==> src/rtl/vtg_pkg.sv <==
package vtg_pkg;
  // Phase of a counted strobe: idle, waiting out an offset, pulse high,
  // pulse gap, or finished for this frame.
  typedef enum logic [2:0] {
    PH_OFF,
    PH_WAIT,
    PH_ON,
    PH_GAP,
    PH_DONE
  } phase_e;
endpackage

==> src/rtl/vtg_frame.sv <==
module vtg_frame
  import vtg_pkg::*;
#(
  parameter int TW = 24
) (
  input  logic          clk,
  input  logic          rst_n,
  input  logic          enable,
  input  logic [TW-1:0] dly,
  input  logic [TW-1:0] hi,
  input  logic [TW-1:0] lo,
  output logic          vs,
  output logic          launch,
  output logic          frame_load
);
  localparam logic [TW-1:0] ONE = TW'(1);

  phase_e        st;
  logic [TW-1:0] cnt;
  logic          cnt_zero;

  assign cnt_zero = (cnt == '0);

  // Capture configuration at run start and at every frame wrap.
  assign frame_load = enable && ((st == PH_OFF) || (st == PH_GAP && cnt_zero));
  // The next cycle is the first high cycle of vs.
  assign launch = enable && ((st == PH_OFF && dly == '0) ||
                             (st == PH_WAIT && cnt_zero) ||
                             (st == PH_GAP && cnt_zero));

  always_ff @(posedge clk or negedge rst_n) begin
    if (!rst_n) begin
      st  <= PH_OFF;
      cnt <= '0;
    end else if (!enable) begin
      st  <= PH_OFF;
      cnt <= '0;
    end else begin
      case (st)
        PH_OFF: begin
          if (dly == '0) begin
            st  <= PH_ON;
            cnt <= hi - ONE;
          end else begin
            st  <= PH_WAIT;
            cnt <= dly - ONE;
          end
        end
        PH_WAIT: begin
          if (cnt_zero) begin
            st  <= PH_ON;
            cnt <= hi - ONE;
          end else cnt <= cnt - ONE;
        end
        PH_ON: begin
          if (cnt_zero) begin
            st  <= PH_GAP;
            cnt <= lo - ONE;
          end else cnt <= cnt - ONE;
        end
        PH_GAP: begin
          if (cnt_zero) begin
            st  <= PH_ON;
            cnt <= hi - ONE;
          end else cnt <= cnt - ONE;
        end
        default: st <= PH_OFF;
      endcase
    end
  end

  assign vs = (st == PH_ON);

  // a low enable clears vs on the next cycle
  p_vs_off_r10: assert property (@(posedge clk) disable iff (!rst_n)
    !enable |=> !vs);
  // every rise of vs is announced by a launch
  p_vs_rise_r2: assert property (@(posedge clk) disable iff (!rst_n)
    $rose(vs) |-> $past(launch));
endmodule

==> src/rtl/vtg_train.sv <==
module vtg_train
  import vtg_pkg::*;
#(
  parameter int TW = 24,
  parameter int PW = 16
) (
  input  logic          clk,
  input  logic          rst_n,
  input  logic          enable,
  input  logic          launch,
  input  logic [TW-1:0] dly,
  input  logic [PW-1:0] hi,
  input  logic [PW-1:0] lo,
  input  logic [PW-1:0] count,
  output logic          pulse
);
  localparam logic [TW-1:0] ONE_T = TW'(1);
  localparam logic [PW-1:0] ONE_P = PW'(1);

  phase_e        st;
  logic [TW-1:0] cnt;
  logic [PW-1:0] rem;
  logic [TW-1:0] hi_t, lo_t;
  logic          cnt_zero;

  assign hi_t     = TW'(hi);
  assign lo_t     = TW'(lo);
  assign cnt_zero = (cnt == '0);

  always_ff @(posedge clk or negedge rst_n) begin
    if (!rst_n) begin
      st  <= PH_OFF;
      cnt <= '0;
      rem <= '0;
    end else if (!enable) begin
      st  <= PH_OFF;
      cnt <= '0;
      rem <= '0;
    end else if (launch) begin
      rem <= count - ONE_P;
      if (count == '0) begin
        st <= PH_DONE;
      end else if (dly == '0) begin
        st  <= PH_ON;
        cnt <= hi_t - ONE_T;
      end else begin
        st  <= PH_WAIT;
        cnt <= dly - ONE_T;
      end
    end else begin
      case (st)
        PH_WAIT: begin
          if (cnt_zero) begin
            st  <= PH_ON;
            cnt <= hi_t - ONE_T;
          end else cnt <= cnt - ONE_T;
        end
        PH_ON: begin
          if (cnt_zero) begin
            if (rem == '0) st <= PH_DONE;
            else begin
              st  <= PH_GAP;
              cnt <= lo_t - ONE_T;
            end
          end else cnt <= cnt - ONE_T;
        end
        PH_GAP: begin
          if (cnt_zero) begin
            st  <= PH_ON;
            cnt <= hi_t - ONE_T;
            rem <= rem - ONE_P;
          end else cnt <= cnt - ONE_T;
        end
        default: ;
      endcase
    end
  end

  assign pulse = (st == PH_ON);

  // a low enable silences the train
  p_train_off_r10: assert property (@(posedge clk) disable iff (!rst_n)
    !enable |=> !pulse);
  // a finished train stays low until relaunched
  p_train_done_r4: assert property (@(posedge clk) disable iff (!rst_n)
    (enable && !launch && st == PH_DONE) |=> !pulse);
  // zero offset with a nonzero count pulses at once
  p_train_now_r3: assert property (@(posedge clk) disable iff (!rst_n)
    (enable && launch && dly == '0 && count != '0) |=> pulse);
endmodule

==> src/rtl/vtg_coord.sv <==
module vtg_coord #(
  parameter int CW = 16
) (
  input  logic          clk,
  input  logic          rst_n,
  input  logic          enable,
  input  logic          launch,
  input  logic          de,
  output logic [CW-1:0] pix_x,
  output logic [CW-1:0] pix_y
);
  localparam logic [CW-1:0] ONE = CW'(1);

  always_ff @(posedge clk or negedge rst_n) begin
    if (!rst_n) begin
      pix_x <= '0;
      pix_y <= '0;
    end else if (!enable) begin
      pix_x <= '0;
      pix_y <= '0;
    end else begin
      pix_x <= de ? pix_x + ONE : '0;
      if (launch) pix_y <= '0;
      else if (!de && pix_x != '0) pix_y <= pix_y + ONE;
    end
  end

  // column returns to zero one cycle after the line's first blank cycle
  p_x_clear_r7: assert property (@(posedge clk) disable iff (!rst_n)
    $fell(de) |=> (pix_x == '0));
  // row is cleared at the rise of vs
  p_y_home_r8: assert property (@(posedge clk) disable iff (!rst_n)
    (enable && launch) |=> (pix_y == '0));
endmodule

==> src/rtl/video_strobe_gen.sv <==
module video_strobe_gen #(
  parameter int TIME_W  = 24,
  parameter int PULSE_W = 16,
  parameter int COORD_W = 16
) (
  input  logic               clk,
  input  logic               rst_n,
  input  logic               enable,
  input  logic [TIME_W-1:0]  cfg_vs_delay,
  input  logic [TIME_W-1:0]  cfg_vs_high,
  input  logic [TIME_W-1:0]  cfg_vs_low,
  input  logic [TIME_W-1:0]  cfg_hs_delay,
  input  logic [PULSE_W-1:0] cfg_hs_high,
  input  logic [PULSE_W-1:0] cfg_hs_low,
  input  logic [PULSE_W-1:0] cfg_hs_count,
  input  logic [TIME_W-1:0]  cfg_de_delay,
  input  logic [PULSE_W-1:0] cfg_de_high,
  input  logic [PULSE_W-1:0] cfg_de_low,
  input  logic [PULSE_W-1:0] cfg_de_count,
  output logic               vs,
  output logic               hs,
  output logic               de,
  output logic [COORD_W-1:0] pix_x,
  output logic [COORD_W-1:0] pix_y
);
  localparam int CFG_W = 5 * TIME_W + 6 * PULSE_W;

  logic [CFG_W-1:0] cfg_in, cfg_hold, cfg_use;
  logic             frame_load, launch;

  logic [TIME_W-1:0]  u_vs_dly, u_vs_hi, u_vs_lo, u_hs_dly, u_de_dly;
  logic [PULSE_W-1:0] u_hs_hi, u_hs_lo, u_hs_cnt, u_de_hi, u_de_lo, u_de_cnt;

  assign cfg_in = {cfg_vs_delay, cfg_vs_high, cfg_vs_low,
                   cfg_hs_delay, cfg_hs_high, cfg_hs_low, cfg_hs_count,
                   cfg_de_delay, cfg_de_high, cfg_de_low, cfg_de_count};

  // Frame-boundary capture: the live value is used in the capture cycle itself.
  always_ff @(posedge clk or negedge rst_n) begin
    if (!rst_n) cfg_hold <= '0;
    else if (frame_load) cfg_hold <= cfg_in;
  end

  assign cfg_use = frame_load ? cfg_in : cfg_hold;

  assign {u_vs_dly, u_vs_hi, u_vs_lo,
          u_hs_dly, u_hs_hi, u_hs_lo, u_hs_cnt,
          u_de_dly, u_de_hi, u_de_lo, u_de_cnt} = cfg_use;

  vtg_frame #(.TW(TIME_W)) u_frame (
    .clk(clk), .rst_n(rst_n), .enable(enable),
    .dly(u_vs_dly), .hi(u_vs_hi), .lo(u_vs_lo),
    .vs(vs), .launch(launch), .frame_load(frame_load)
  );

  vtg_train #(.TW(TIME_W), .PW(PULSE_W)) u_hs_train (
    .clk(clk), .rst_n(rst_n), .enable(enable), .launch(launch),
    .dly(u_hs_dly), .hi(u_hs_hi), .lo(u_hs_lo), .count(u_hs_cnt),
    .pulse(hs)
  );

  vtg_train #(.TW(TIME_W), .PW(PULSE_W)) u_de_train (
    .clk(clk), .rst_n(rst_n), .enable(enable), .launch(launch),
    .dly(u_de_dly), .hi(u_de_hi), .lo(u_de_lo), .count(u_de_cnt),
    .pulse(de)
  );

  vtg_coord #(.CW(COORD_W)) u_coord (
    .clk(clk), .rst_n(rst_n), .enable(enable), .launch(launch),
    .de(de), .pix_x(pix_x), .pix_y(pix_y)
  );

  // captured configuration holds between frame boundaries
  p_cfg_hold_r9: assert property (@(posedge clk) disable iff (!rst_n)
    !frame_load |=> $stable(cfg_hold));
endmodule

==> config.mk <==
export PLATFORM = sky130hd
export DESIGN_NAME = video_strobe_gen
export DESIGN_NICKNAME = d
export VERILOG_FILES = /design/src/rtl/vtg_pkg.sv /design/src/rtl/vtg_frame.sv /design/src/rtl/vtg_train.sv /design/src/rtl/vtg_coord.sv /design/src/rtl/video_strobe_gen.sv
export SDC_FILE = /design/constraint.sdc
export NUM_CORES = 1
export LEC_CHECK = 0
export BUFFER_PORTS_ARGS = -buffer_cell sky130_fd_sc_hd__buf_2
export CAP_MARGIN = 25
export CORE_UTILIZATION = 40
export DETAILED_ROUTE_END_ITERATION = 16
export PLACE_DENSITY = 0.62
export SYNTH_ARGS = -nofsm -noshare
export SYNTH_HDL_FRONTEND = slang
export SYNTH_SLANG_ARGS = --single-unit
==> constraint.sdc <==
create_clock -name clk -period 8.9 [get_ports clk]
set_input_delay 0.89 -clock clk [delete_from_list [all_inputs] [get_ports clk]]
set_output_delay 0.89 -clock clk [all_outputs]
set_load 0.02 [all_outputs]
==> impl_metrics.prom, run 1 <==
# TYPE chip_impl_metric gauge
chip_impl_metric{name="post-cts-setup-buffers",unit=""} 0
chip_impl_metric{name="io-pin-count",unit=""} 254
chip_impl_metric{name="worst_r2r_setup_slack",unit="ns"} 3.14
chip_impl_metric{name="rr_worst_depth",unit=""} 21
chip_impl_metric{name="arrival",unit="ns"} 6.25
chip_impl_metric{name="route.vias.total",unit=""} 23700
chip_impl_metric{name="synth.top_cell.area_share",unit="%"} 36.0
chip_impl_metric{name="worst-endpoint-required",unit="ns"} 9.40
chip_impl_metric{name="fmaxAchievable",unit="GHz"} 0.174
chip_impl_metric{name="detail_route.first_pass.iterations",unit=""} 6
chip_impl_metric{name="post-route-period-util",unit="%"} 64.7
chip_impl_metric{name="synth_edf_count",unit=""} 0
chip_impl_metric{name="totalWireLength",unit="mm"} 83.6
chip_impl_metric{name="number_of_slew_limit_violations_in_the_final_report",unit=""} 0
chip_impl_metric{name="async_reset_ff_share",unit="%"} 100
chip_impl_info{name="crit_family",value="compound AO/OA/AOI/OAI gates"} 1
chip_impl_metric{name="port-buffer-count",unit=""} 253
chip_impl_metric{name="cts_max_level",unit=""} 2
chip_impl_metric{name="layout.cells.non_filler",unit=""} 4101
chip_impl_metric{name="cts_sinks",unit=""} 360
chip_impl_metric{name="syn_area_per_cell",unit="sq um"} 8.25
chip_impl_info{name="critical-path-slowest-cell",value="sky130_fd_sc_hd__o31a_2"} 1
chip_impl_metric{name="drtAntennaViolNets",unit=""} 0
chip_impl_info{name="r2r-start",value="u_frame.cnt[0]$_DFFE_PN0P_"} 1
chip_impl_metric{name="finalClockSkew",unit="ns"} 0.0221
chip_impl_info{name="most_instantiated_flip_flop_cell_in_the_synthesis_netlist",value="sky130_fd_sc_hd__dfrtp_1"} 1
chip_impl_metric{name="globalRouteOverflowTotal",unit=""} 0
chip_impl_metric{name="floorplan.rows",unit=""} 91
chip_impl_metric{name="grt_first_pass_wirelength",unit="mm"} 131
chip_impl_metric{name="detail_route.wl_per_cell",unit="um"} 20.4
chip_impl_metric{name="die_area",unit="sq um"} 63600
chip_impl_metric{name="synth_area",unit="sq um"} 25000
chip_impl_metric{name="number_of_antenna_violations_at_the_first_check_in_global_routing",unit=""} 2
chip_impl_metric{name="drt_first_iter_violations",unit=""} 2228
chip_impl_metric{name="synth-seq-cells",unit=""} 360
chip_impl_info{name="cts_root_buffer",value="sky130_fd_sc_hd__clkbuf_16"} 1
chip_impl_metric{name="hold_viol",unit=""} 0
chip_impl_metric{name="yosysWarningCount",unit=""} 0
chip_impl_metric{name="worst_slew_margin_rel",unit="%"} 32.7
chip_impl_info{name="worst_hold_path_type",value="input port to asynchronous set/reset pin"} 1
chip_impl_metric{name="synth_sequential_area_ratio",unit="%"} 36.0
chip_impl_metric{name="power.ir.vdd_worst",unit="mV"} 0.131
chip_impl_metric{name="hold_ws",unit="ns"} 0.337
chip_impl_metric{name="final_layout_size_suffix_gt1_share",unit="%"} 14.7
chip_impl_metric{name="core_region_area",unit="sq um"} 61800
chip_impl_metric{name="first_global_vias",unit=""} 22500
chip_impl_metric{name="setup_tns",unit="ns"} 0
chip_impl_info{name="timing.critical_path.from_type",value="register"} 1
chip_impl_metric{name="chipWidth",unit="um"} 252
chip_impl_info{name="r2r-end",value="u_hs_train.rem[14]$_DFFE_PN0P_"} 1
chip_impl_info{name="mostFrequentLayoutCells",value="539 x sky130_fd_sc_hd__nand2_1, 360 x sky130_fd_sc_hd__dfrtp_1, 275 x sky130_fd_sc_hd__nor2_1"} 1
chip_impl_metric{name="dr_drc_count",unit=""} 0
chip_impl_metric{name="maximum_number_of_pins_on_one_net_before_global_route_repair",unit=""} 154
chip_impl_info{name="most_common_library_cell_in_the_layout_ignoring_fill_and_taps",value="sky130_fd_sc_hd__nand2_1"} 1
chip_impl_info{name="run_status",value="complete, no violations"} 1
chip_impl_metric{name="crit_buf_inv",unit=""} 2
chip_impl_metric{name="cts_resized",unit=""} 0
chip_impl_info{name="worstSetupEndpointType",value="register"} 1
chip_impl_metric{name="cp_slowest_stage_delay",unit="ns"} 0.47
chip_impl_metric{name="finish.net_count",unit=""} 3471
chip_impl_metric{name="power_density",unit="nW/um^2"} 228
chip_impl_metric{name="die_height",unit="um"} 252
chip_impl_metric{name="synthCells",unit=""} 3036
chip_impl_metric{name="initial_core_util",unit="%"} 40.5
chip_impl_metric{name="clk-insertion-delay-late",unit="ns"} 0.59
chip_impl_info{name="cts_tree",value="built"} 1
chip_impl_metric{name="timing.final.setup_violations",unit=""} 0
chip_impl_info{name="crit_chain",value="inv_1, ha_1, nor4b_1, nand4_1, o31a_2, mux2i_1, ha_1, nand2_1, a2111o_1, o21bai_1, buf_4, nand2_2, a21oi_1, ha_1, nor3b_1, nand2_1, a21oi_1, a31oi_2, a211oi_1, mux2_2, o211ai_1"} 1
chip_impl_info{name="setup_repair_after_global_routing_missed_its_margin",value="no"} 1
chip_impl_metric{name="power.static_leakage",unit="uW"} 0.0129
chip_impl_metric{name="vias_per_cell",unit=""} 5.79
chip_impl_metric{name="gpl.final_weighted_congestion",unit=""} 0.955
chip_impl_metric{name="clk_pin_slew",unit="ns"} 0.06
chip_impl_metric{name="fill_count",unit=""} 6151
chip_impl_info{name="synth_top_cells_by_area",value="sky130_fd_sc_hd__dfrtp_1 36%, sky130_fd_sc_hd__nand2_1 8.1%, sky130_fd_sc_hd__mux2i_1 7.0%, sky130_fd_sc_hd__nor2_1 4.2%, sky130_fd_sc_hd__xnor2_1 4.0%"} 1
chip_impl_metric{name="place_inst",unit=""} 4020
chip_impl_metric{name="max_cap_viols",unit=""} 0
chip_impl_metric{name="critical_path.max_fanout",unit=""} 19
chip_impl_metric{name="post_synth_num_cell_types",unit=""} 89
chip_impl_info{name="synthDominantAreaCellType",value="sky130_fd_sc_hd__dfrtp_1"} 1
chip_impl_metric{name="area_delta_synth_final",unit="%"} 14.3
chip_impl_metric{name="detailed_place_hpwl",unit="mm"} 61.3
chip_impl_metric{name="worst_pin_slew",unit="ns"} 1.01
chip_impl_metric{name="postSynthNetCount",unit=""} 3278
chip_impl_metric{name="global_route.usage.total",unit="%"} 26.0
chip_impl_metric{name="final.min_clock_period",unit="ns"} 5.76
chip_impl_metric{name="clk_path_buf_depth",unit=""} 3
chip_impl_info{name="criticalPathCategory",value="register to register"} 1
chip_impl_metric{name="cts_made_buffers",unit=""} 44
chip_impl_metric{name="cts_hold_buf",unit=""} 0
chip_impl_info{name="critical-path-top-cell-by-count",value="sky130_fd_sc_hd__ha_1"} 1
[report_power, final]
group          total (uW)  internal (uW)  switching [uW]
Sequential           2340           2000             345
Combinational        2260            903            1350
Clock                1930           1170             758
[synth_stat cells, drive strengths merged (12+ instances only)]
| master | number |
|---|---|
| nand2 | 541 |
| dfrtp | 360 |
| nor2 | 278 |
| mux2i | 175 |
| nor3 | 169 |
| a21oi | 115 |
| o21ai | 115 |
| xnor2 | 115 |
| inv | 112 |
| nor4 | 98 |
| xor2 | 94 |
| nand3 | 87 |
| buf | 77 |
| clkbuf | 67 |
| or3 | 62 |
| mux2 | 58 |
| a211oi | 48 |
| or4 | 36 |
| a31oi | 27 |
| o211ai | 26 |
| nand4 | 25 |
| ha | 23 |
| and3 | 22 |
| a221oi | 21 |
| o22ai | 21 |
| nand2b | 19 |
| nor3b | 18 |
| a22o | 16 |
| nor2b | 12 |
[through the flow]
| stage | worst slack, ns | total power, uW | area [sq um] | util [%] |
|---|---|---|---|---|
| floorplan | 2.48 | 3910 | 25000 | - |
| global placement | 2.75 | 4560 | 27000 | 43.7 |
| detailed placement | 2.67 | 4570 | 27100 | 43.8 |
| CTS | 3.19 | 6530 | 28600 | 46.3 |
| global route | 2.63 | 6910 | 28600 | 46.3 |
| finish | 3.14 | 6530 | 28600 | 46.3 |
[layer usage]
layer | wire, um | global-route usage, %
met3 | 5400 | 3.48
met5 | 0 | 0
met2 | 38600 | 41.7
met4 | 2500 | 8.16
met1 | 37100 | 36.2
[worst max path at each step]
stage                                     startpoint                             end  slack, ns  cells past startpoint
after floorplan                               enable  u_hs_train.rem[14]$_DFFE_PN0P_       2.48                     27
after global placement                        enable  u_hs_train.rem[14]$_DFFE_PN0P_       2.75                     19
after detailed placement                      enable  u_hs_train.rem[14]$_DFFE_PN0P_       2.67                     19
after CTS                 u_frame.cnt[0]$_DFFE_PN0P_  u_hs_train.rem[14]$_DFFE_PN0P_       3.19                     21
after global routing      u_frame.cnt[0]$_DFFE_PN0P_  u_hs_train.rem[14]$_DFFE_PN0P_       2.63                     21
final                     u_frame.cnt[0]$_DFFE_PN0P_  u_hs_train.rem[14]$_DFFE_PN0P_       3.14                     21
[cell type report]
| cell class | count | area (sq um) | area share [%] |
|---|---|---|---|
| inverter | 112 | 420 | 1.47 |
| timing repair buffer | 291 | 1620 | 5.67 |
| clock inverter | 15 | 221 | 0.774 |
| antenna | 1 | 2.50 | 0.00875 |
| clock buffer | 65 | 1320 | 4.62 |
| multi-input combinational | 2420 | 15000 | 52.3 |
| tap | 837 | 1050 | 3.66 |
| sequential | 360 | 9010 | 31.5 |
[worst register-to-register path: stages (launching register included)]
cell,delay [ns]
sky130_fd_sc_hd__dfrtp_1,0.40
sky130_fd_sc_hd__inv_1,0.09
sky130_fd_sc_hd__ha_1,0.17
sky130_fd_sc_hd__nor4b_1,0.27
sky130_fd_sc_hd__nand4_1,0.33
sky130_fd_sc_hd__o31a_2,0.47
sky130_fd_sc_hd__mux2i_1,0.27
sky130_fd_sc_hd__ha_1,0.22
sky130_fd_sc_hd__nand2_1,0.13
sky130_fd_sc_hd__a2111o_1,0.43
sky130_fd_sc_hd__o21bai_1,0.14
sky130_fd_sc_hd__buf_4,0.24
sky130_fd_sc_hd__nand2_2,0.32
sky130_fd_sc_hd__a21oi_1,0.32
sky130_fd_sc_hd__ha_1,0.36
sky130_fd_sc_hd__nor3b_1,0.28
sky130_fd_sc_hd__nand2_1,0.09
sky130_fd_sc_hd__a21oi_1,0.18
sky130_fd_sc_hd__a31oi_2,0.09
sky130_fd_sc_hd__a211oi_1,0.34
sky130_fd_sc_hd__mux2_2,0.38
sky130_fd_sc_hd__o211ai_1,0.16
[logic make-up after synthesis]
family,after synthesis,share of synthesized area [%]
compound gates,532,14.4
xor+xnor,209,7.31
fa+ha+maj,23,1.15
buf+inv,256,4.40
flops,360,36.0
mux,233,9.63
simple gates,1423,27.1
[flip-flops by register name, summed over array words and instances (netlist names)]
name            cells
cfg_hold          216
u_de_train.cnt     24
u_frame.cnt        24
u_hs_train.cnt     24
u_coord.pix_x      16
u_coord.pix_y      16
u_de_train.rem     16
u_hs_train.rem     16
u_de_train.st       3
u_hs_train.st       3
u_frame.st          2
Note: power is estimated with default switching activity, not from simulation.
==> inputs of run 2 (changes only) <==
PLACE_DENSITY = 0.64   (was 0.62)
clock period = 4.85 ns   (was 8.9 ns; I/O delays follow)
==> run 2 against run 1 <==
Compared with the run above:
- die area did not move
- worst setup slack got worse by 2.9 ns
- global-route usage rose by 0.082 points
- cell count rose by 1.1%
- cell area rose by 1.4%
- clock power rose by 79%
- critical path type unchanged
- critical endpoint unchanged
- largest cell class unchanged
==> impl_metrics.prom, run 2 (synthesis gave the netlist of run 1 again) <==
# TYPE chip_impl_metric gauge
chip_impl_info{name="run_status",value="complete, no violations"} 1
chip_impl_metric{name="placement.setup.worst_slack",unit="ns"} 0.0939
chip_impl_metric{name="final_layout_size_suffix_gt1_share",unit="%"} 16.0
chip_impl_metric{name="power.static_leakage",unit="uW"} 0.0131
chip_impl_metric{name="setup_slack",unit="ns"} 0.236
chip_impl_metric{name="first_global_vias",unit=""} 23000
chip_impl_info{name="mostFrequentLayoutCells",value="538 x sky130_fd_sc_hd__nand2_1, 360 x sky130_fd_sc_hd__dfrtp_1, 275 x sky130_fd_sc_hd__nor2_1"} 1
chip_impl_info{name="registers.top_by_ff_count",value="cfg_hold"} 1
chip_impl_metric{name="grt_first_pass_wirelength",unit="mm"} 131
chip_impl_info{name="critical-path-slowest-cell",value="sky130_fd_sc_hd__o31a_2"} 1
chip_impl_metric{name="gpl.final_weighted_congestion",unit=""} 0.964
chip_impl_info{name="setup_repair_after_global_routing_missed_its_margin",value="no"} 1
chip_impl_metric{name="power_density",unit="nW/um^2"} 413
chip_impl_info{name="worst_hold_path_type",value="input port to register"} 1
chip_impl_info{name="cts_root_buffer",value="sky130_fd_sc_hd__clkbuf_16"} 1
chip_impl_metric{name="detail_route.first_pass.iterations",unit=""} 5
chip_impl_metric{name="number_of_antenna_violations_at_the_first_check_in_global_routing",unit=""} 4
chip_impl_metric{name="worst_pin_slew",unit="ns"} 0.938
chip_impl_metric{name="setup_tns",unit="ns"} 0
chip_impl_metric{name="number_of_slew_limit_violations_in_the_final_report",unit=""} 0
chip_impl_metric{name="worst_slew_margin_rel",unit="%"} 37.1
chip_impl_metric{name="core_region_area",unit="sq um"} 61800
chip_impl_metric{name="die_height",unit="um"} 252
chip_impl_metric{name="die_area",unit="sq um"} 63600
chip_impl_metric{name="route.vias.total",unit=""} 23900
chip_impl_info{name="criticalPathCategory",value="register to register"} 1
chip_impl_metric{name="maximum_number_of_pins_on_one_net_before_global_route_repair",unit=""} 146
chip_impl_metric{name="cts_made_buffers",unit=""} 44
chip_impl_metric{name="hold_ws",unit="ns"} 0.160
chip_impl_info{name="crit_chain",value="inv_1, ha_1, nor4b_2, nand4_1, o31a_2, mux2i_4, ha_2, nand2_2, a2111o_1, o21bai_2, nand2_2, a21oi_4, ha_4, nor3b_2, nand2_1, a21oi_2, a31oi_2, a211oi_2, mux2_4, o211ai_1"} 1
chip_impl_metric{name="floorplan.rows",unit=""} 91
chip_impl_metric{name="placement.cell_area",unit="sq um"} 27500
chip_impl_metric{name="initial_core_util",unit="%"} 40.5
chip_impl_metric{name="drtAntennaViolNets",unit=""} 0
chip_impl_metric{name="post-cts-setup-buffers",unit=""} 0
chip_impl_metric{name="detailed_place_hpwl",unit="mm"} 62.8
chip_impl_metric{name="cts_sinks",unit=""} 360
chip_impl_metric{name="final.min_clock_period",unit="ns"} 4.61
chip_impl_info{name="worstSetupEndpointType",value="register"} 1
chip_impl_metric{name="chipWidth",unit="um"} 252
chip_impl_metric{name="power",unit="uW"} 12000
chip_impl_metric{name="detail_route.wl_per_cell",unit="um"} 20.2
chip_impl_metric{name="power.ir.vdd_worst",unit="mV"} 0.256
chip_impl_metric{name="area_delta_synth_final",unit="%"} 15.9
chip_impl_metric{name="fmaxAchievable",unit="GHz"} 0.217
chip_impl_metric{name="clk_pin_slew",unit="ns"} 0.06
chip_impl_metric{name="port-buffer-count",unit=""} 253
chip_impl_info{name="critical-path-top-cell-by-count",value="sky130_fd_sc_hd__nand2_2"} 1
chip_impl_metric{name="io-pin-count",unit=""} 254
chip_impl_info{name="cts_tree",value="built"} 1
chip_impl_metric{name="post-route-period-util",unit="%"} 95.1
chip_impl_metric{name="finalInstanceArea",unit="sq um"} 29000
chip_impl_metric{name="cp_slowest_stage_delay",unit="ns"} 0.48
chip_impl_info{name="most_common_library_cell_in_the_layout_ignoring_fill_and_taps",value="sky130_fd_sc_hd__nand2_1"} 1
chip_impl_metric{name="drt_first_iter_violations",unit=""} 2143
chip_impl_metric{name="max_cap_viols",unit=""} 0
chip_impl_metric{name="finish.net_count",unit=""} 3511
chip_impl_metric{name="clk_path_buf_depth",unit=""} 3
chip_impl_metric{name="hold_viol",unit=""} 0
chip_impl_metric{name="dr_drc_count",unit=""} 0
chip_impl_metric{name="totalWireLength",unit="mm"} 83.7
chip_impl_metric{name="worst-endpoint-required",unit="ns"} 5.34
chip_impl_metric{name="largest_register_ffs",unit=""} 216
chip_impl_metric{name="clk-insertion-delay-late",unit="ns"} 0.58
chip_impl_info{name="timing.critical_path.from_type",value="register"} 1
chip_impl_metric{name="finalClockSkew",unit="ns"} 0.0208
chip_impl_metric{name="globalRouteOverflowTotal",unit=""} 0
chip_impl_metric{name="critical_path.max_fanout",unit=""} 10
chip_impl_metric{name="arrival",unit="ns"} 5.10
chip_impl_metric{name="vias_per_cell",unit=""} 5.76
chip_impl_metric{name="global_route.usage.total",unit="%"} 26.1
chip_impl_metric{name="timing.final.setup_violations",unit=""} 0
chip_impl_metric{name="cts_max_level",unit=""} 2
[run 2: metrics by stage]
stage / utilization (%) / std cells
after detailed placement: 44.4 / 4058
after CTS: 46.9 / 4141
after global placement: 44.4 / 4058
after global routing: 46.9 / 4145
final: 46.9 / 4146
after floorplan: - / 3036
[run 2: what timing repair did]
item	CTS	global route
hold buffers	1	0
endpoints found under the setup margin	0	6
hold endpoints to repair	56	0
resized for setup	0	4
[run 2: final cells by class]
type	count	area (sq um)
multi-input cells	2420	15100
diodes	4	10.0
clock inverters	13	173
fillers	6045	32800
repair buffers	331	1980
flip-flops and latches	360	9010
inverters	112	420
clock buffers	69	1320
well taps	837	1050
[run 2: report_power, final]
group	internal (uW)	leakage [uW]	switching, uW
Clock	2080	0.000736	1370
Sequential	3660	0.00453	631
Combinational	1720	0.00781	2530
Total	7460	0.0131	4540
[run 2: worst paths after layout]
check,cells past startpoint,endpoint,slack (ns),from
worst max-delay path,20,u_hs_train.rem[14]$_DFFE_PN0P_,0.24,u_frame.cnt[0]$_DFFE_PN0P_
worst min-delay path,3,cfg_hold[23]$_DFF_PN0_,0.16,cfg_de_low[7]
worst max register to register,20,u_hs_train.rem[14]$_DFFE_PN0P_,0.24,u_frame.cnt[0]$_DFFE_PN0P_
worst min register to register,2,cfg_hold[63]$_DFF_PN0_,0.49,cfg_hold[63]$_DFF_PN0_
max in group asynchronous,3,cfg_hold[169]$_DFF_PN0_,3.13,rst_n
min in group asynchronous,2,u_coord.pix_y[11]$_DFFE_PN0P_,0.45,rst_n
[run 2: routing by layer]
| metal | up-vias | share of wire [%] | wire length [um] | track usage [%] |
|---|---|---|---|---|
| met5 | - | 0.016 | 13 | 0 |
| met4 | 2 | 3.8 | 3150 | 9.84 |
| met3 | 175 | 6.0 | 5060 | 3.39 |
| met2 | 874 | 47 | 39300 | 43.0 |
| met1 | 11400 | 43 | 36200 | 34.9 |
| li1 | 11400 | - | - | - |
[run 2: critical path: cells and delay by family (launching register included)]
family	cells	cell delay (ns)
AOI/OAI and AO/OA	8	1.99
adders and majority gates	3	0.60
buffers and inverters	1	0.09
DFF	1	0.40
muxes	2	0.54
and+or+nand+nor	6	0.91
==> inputs of run 3 (changes only) <==
CELL_PAD_IN_SITES_DETAIL_PLACEMENT = 0   (was unset)
CELL_PAD_IN_SITES_GLOBAL_PLACEMENT = 2   (was unset)
CORE_UTILIZATION = 33   (was 40)
PLACE_DENSITY = 0.82   (was 0.64)
==> run 3 against run 2 <==
Compared with the run above:
- sequential share of layout area decreased by 0.40 points
- via count decreased by 1.4%
- routed wire length increased by 6.0%
- non-clock buffer count increased by 18
- cell area increased by 1.3%
- clock power increased by 6%
- critical path depth decreased by 4
- clock skew increased by 0.022 ns
- critical endpoint is now u_de_train.cnt[19]$_DFFE_PN0P_
==> impl_metrics.prom, run 3 (synthesis gave the netlist of run 1 again) <==
# TYPE chip_impl_metric gauge
chip_impl_info{name="run_status",value="complete, no violations"} 1
chip_impl_metric{name="placement.cell_area",unit="sq um"} 27800
chip_impl_info{name="r2r-start",value="u_frame.cnt[0]$_DFFE_PN0P_"} 1
chip_impl_info{name="whs_endpoint",value="cfg_hold[152]$_DFF_PN0_"} 1
chip_impl_metric{name="cts_max_level",unit=""} 2
chip_impl_metric{name="met2_usage",unit="%"} 35.8
chip_impl_metric{name="number_of_antenna_violations_at_the_first_check_in_global_routing",unit=""} 3
chip_impl_metric{name="post-route-period-util",unit="%"} 93.0
chip_impl_metric{name="grt.met1_usage",unit="%"} 31.9
chip_impl_metric{name="combPwrFrac",unit="%"} 35.2
chip_impl_metric{name="layout.cells.non_filler",unit=""} 4294
chip_impl_metric{name="die_height",unit="um"} 277
chip_impl_info{name="timing.critical_path.from_type",value="register"} 1
chip_impl_info{name="worst_hold_path_type",value="input port to register"} 1
chip_impl_info{name="globalRoute.busiestLayer",value="met2"} 1
chip_impl_info{name="cts_tree",value="built"} 1
chip_impl_metric{name="global_route.usage.total",unit="%"} 22.7
chip_impl_metric{name="detailed_place_hpwl",unit="mm"} 66.7
chip_impl_metric{name="die_area",unit="sq um"} 77000
chip_impl_metric{name="sw_frac_of_total",unit="%"} 38.2
chip_impl_metric{name="detail_route.wl_per_cell",unit="um"} 20.7
chip_impl_info{name="timing.hold.worst.start",value="cfg_vs_low[8]"} 1
chip_impl_metric{name="port-buffer-count",unit=""} 253
chip_impl_metric{name="io-pin-count",unit=""} 254
chip_impl_metric{name="cts_sinks",unit=""} 360
chip_impl_metric{name="arrival",unit="ns"} 5.05
chip_impl_metric{name="final.min_clock_period",unit="ns"} 4.51
chip_impl_metric{name="power.ir.vdd_worst",unit="mV"} 0.219
chip_impl_metric{name="max_cap_viols",unit=""} 0
chip_impl_info{name="cts_root_buffer",value="sky130_fd_sc_hd__clkbuf_16"} 1
chip_impl_metric{name="grt_first_pass_wirelength",unit="mm"} 138
chip_impl_metric{name="cts_made_buffers",unit=""} 47
chip_impl_metric{name="cp_slowest_stage_delay",unit="ns"} 0.67
chip_impl_metric{name="worst_pin_slew",unit="ns"} 1.03
chip_impl_metric{name="totalWireLength",unit="mm"} 88.7
chip_impl_info{name="crit_family",value="simple AND/OR/NAND/NOR gates"} 1
chip_impl_metric{name="rr_worst_depth",unit=""} 16
chip_impl_metric{name="area_delta_synth_final",unit="%"} 17.4
chip_impl_metric{name="finalClockSkew",unit="ns"} 0.0429
chip_impl_metric{name="worst_slew_margin_rel",unit="%"} 31.1
chip_impl_metric{name="register_share_of_total_power",unit="%"} 35.1
chip_impl_info{name="most_common_library_cell_in_the_layout_ignoring_fill_and_taps",value="sky130_fd_sc_hd__nand2_1"} 1
chip_impl_metric{name="core_region_area",unit="sq um"} 74700
chip_impl_metric{name="power_frac_clock",unit="%"} 29.7
chip_impl_info{name="criticalPathCategory",value="register to register"} 1
chip_impl_metric{name="drt_first_iter_violations",unit=""} 1754
chip_impl_metric{name="dr_drc_count",unit=""} 0
chip_impl_metric{name="finish.net_count",unit=""} 3532
chip_impl_info{name="setup_repair_after_global_routing_missed_its_margin",value="no"} 1
chip_impl_metric{name="worst_r2r_setup_slack",unit="ns"} 0.34
chip_impl_metric{name="power_report.internal_total",unit="uW"} 7580
chip_impl_metric{name="initial_core_util",unit="%"} 33.5
chip_impl_metric{name="floorplan.rows",unit=""} 100
chip_impl_metric{name="detail_route.first_pass.iterations",unit=""} 5
chip_impl_metric{name="place_inst",unit=""} 4209
chip_impl_metric{name="hold_viol",unit=""} 0
chip_impl_metric{name="timing.final.setup_violations",unit=""} 0
chip_impl_metric{name="post-cts-setup-buffers",unit=""} 0
chip_impl_metric{name="chipWidth",unit="um"} 277
chip_impl_metric{name="number_of_slew_limit_violations_in_the_final_report",unit=""} 0
chip_impl_info{name="crit_chain",value="inv_1, ha_1, nor4b_2, nand4_1, o31a_4, buf_12, buf_4, mux2i_1, ha_1, nand2_1, mux2i_1, and4_1, o21ai_1, or3b_2, a22oi_1, o21a_1"} 1
chip_impl_metric{name="finalInstanceArea",unit="sq um"} 29400
chip_impl_metric{name="hold_crit_depth",unit=""} 3
chip_impl_metric{name="worst-endpoint-required",unit="ns"} 5.39
chip_impl_metric{name="largest_register_ffs",unit=""} 216
chip_impl_metric{name="clk-insertion-delay-late",unit="ns"} 0.61
chip_impl_metric{name="route.vias.total",unit=""} 23500
chip_impl_metric{name="fmaxAchievable",unit="GHz"} 0.222
chip_impl_metric{name="clk_pin_slew",unit="ns"} 0.06
chip_impl_metric{name="power",unit="uW"} 12300
chip_impl_info{name="worstSetupEndpointType",value="register"} 1
chip_impl_metric{name="gpl.final_weighted_congestion",unit=""} 0.900
chip_impl_metric{name="power.static_leakage",unit="uW"} 0.0132
chip_impl_info{name="critical-path-slowest-cell",value="sky130_fd_sc_hd__buf_4"} 1
chip_impl_metric{name="critical_path.max_fanout",unit=""} 60
chip_impl_metric{name="power_density",unit="nW/um^2"} 417
chip_impl_metric{name="clk_path_buf_depth",unit=""} 3
chip_impl_metric{name="power_switching",unit="uW"} 4680
chip_impl_info{name="registers.top_by_ff_count",value="cfg_hold"} 1
chip_impl_metric{name="globalRouteOverflowTotal",unit=""} 0
chip_impl_metric{name="crit_buf_inv",unit=""} 3
chip_impl_info{name="mostFrequentLayoutCells",value="538 x sky130_fd_sc_hd__nand2_1, 360 x sky130_fd_sc_hd__dfrtp_1, 274 x sky130_fd_sc_hd__nor2_1"} 1
chip_impl_metric{name="maximum_number_of_pins_on_one_net_before_global_route_repair",unit=""} 110
chip_impl_metric{name="final_layout_size_suffix_gt1_share",unit="%"} 16.7
chip_impl_metric{name="drtAntennaViolNets",unit=""} 0
chip_impl_metric{name="globalRouteMet3Util",unit="%"} 3.32
chip_impl_info{name="r2r-end",value="u_de_train.cnt[19]$_DFFE_PN0P_"} 1
chip_impl_metric{name="vias_per_cell",unit=""} 5.48
chip_impl_metric{name="first_global_vias",unit=""} 23100
[run 3: worst min-delay path: cells and delay by family]
kind,cells,cell delay [ns]
simple gates,2,0.12
buf+inv,1,0.08
[run 3: what timing repair did]
item                                   4_1_cts  5_1_grt
resized for setup                            0        6
setup endpoints to repair                    0        6
hold buffers                                 1        0
endpoints found under the hold margin       56        0
[run 3: worst max path at each step]
stage | start | cells past startpoint | end | slack, ns
finish | u_frame.cnt[0]$_DFFE_PN0P_ | 16 | u_de_train.cnt[19]$_DFFE_PN0P_ | 0.34
global route | u_frame.cnt[0]$_DFFE_PN0P_ | 16 | u_de_train.cnt[22]$_DFFE_PN0P_ | 0.008
CTS | u_frame.cnt[0]$_DFFE_PN0P_ | 15 | u_frame.cnt[20]$_DFFE_PN0P_ | 0.20
detailed placement | enable | 13 | u_frame.cnt[20]$_DFFE_PN0P_ | 0.25
global placement | enable | 13 | u_frame.cnt[22]$_DFFE_PN0P_ | 0.25
floorplan | u_frame.cnt[0]$_DFFE_PN0P_ | 30 | u_hs_train.rem[14]$_DFFE_PN0P_ | -0.69
[run 3: power groups by stage]
stage / Sequential (uW) / Clock, uW / Combinational, uW
final: 4300 / 3640 / 4320
after global routing: 4400 / 3840 / 4760
after CTS: 4280 / 3740 / 4290
after detailed placement: 4330 / 0 / 4270
after global placement: 4330 / 0 / 4280
after floorplan: 4150 / 0 / 3070
[run 3: final cells by class]
class | instances | area, sq um
Antenna cell | 2 | 5.00
Multi-Input combinational cell | 2420 | 15100
Fill cell | 7689 | 45300
Inverter | 112 | 420
Sequential cell | 360 | 9010
Timing Repair Buffer | 349 | 2100
Clock inverter | 18 | 259
Tap cell | 969 | 1210
Clock buffer | 64 | 1320
[run 3: metrics by stage]
step                worst slack (ns)  setup TNS, ns  util, %  hold slack (ns)
finish                         0.342              0     39.4            0.126
global route                 0.00808              0     39.4            0.122
CTS                            0.200              0     39.3           0.0848
detailed placement             0.247              0     37.2            0.475
global placement               0.255              0     37.2            0.475
floorplan                     -0.690          -3.18        -            0.189
[run 3: routing by layer]
metal / vias to the layer above / wire [um]
met1: 11300 / 41600
met3: 136 / 4540
met4: 2 / 2620
met5: - / 13
li1: 11400 / -
met2: 626 / 39900
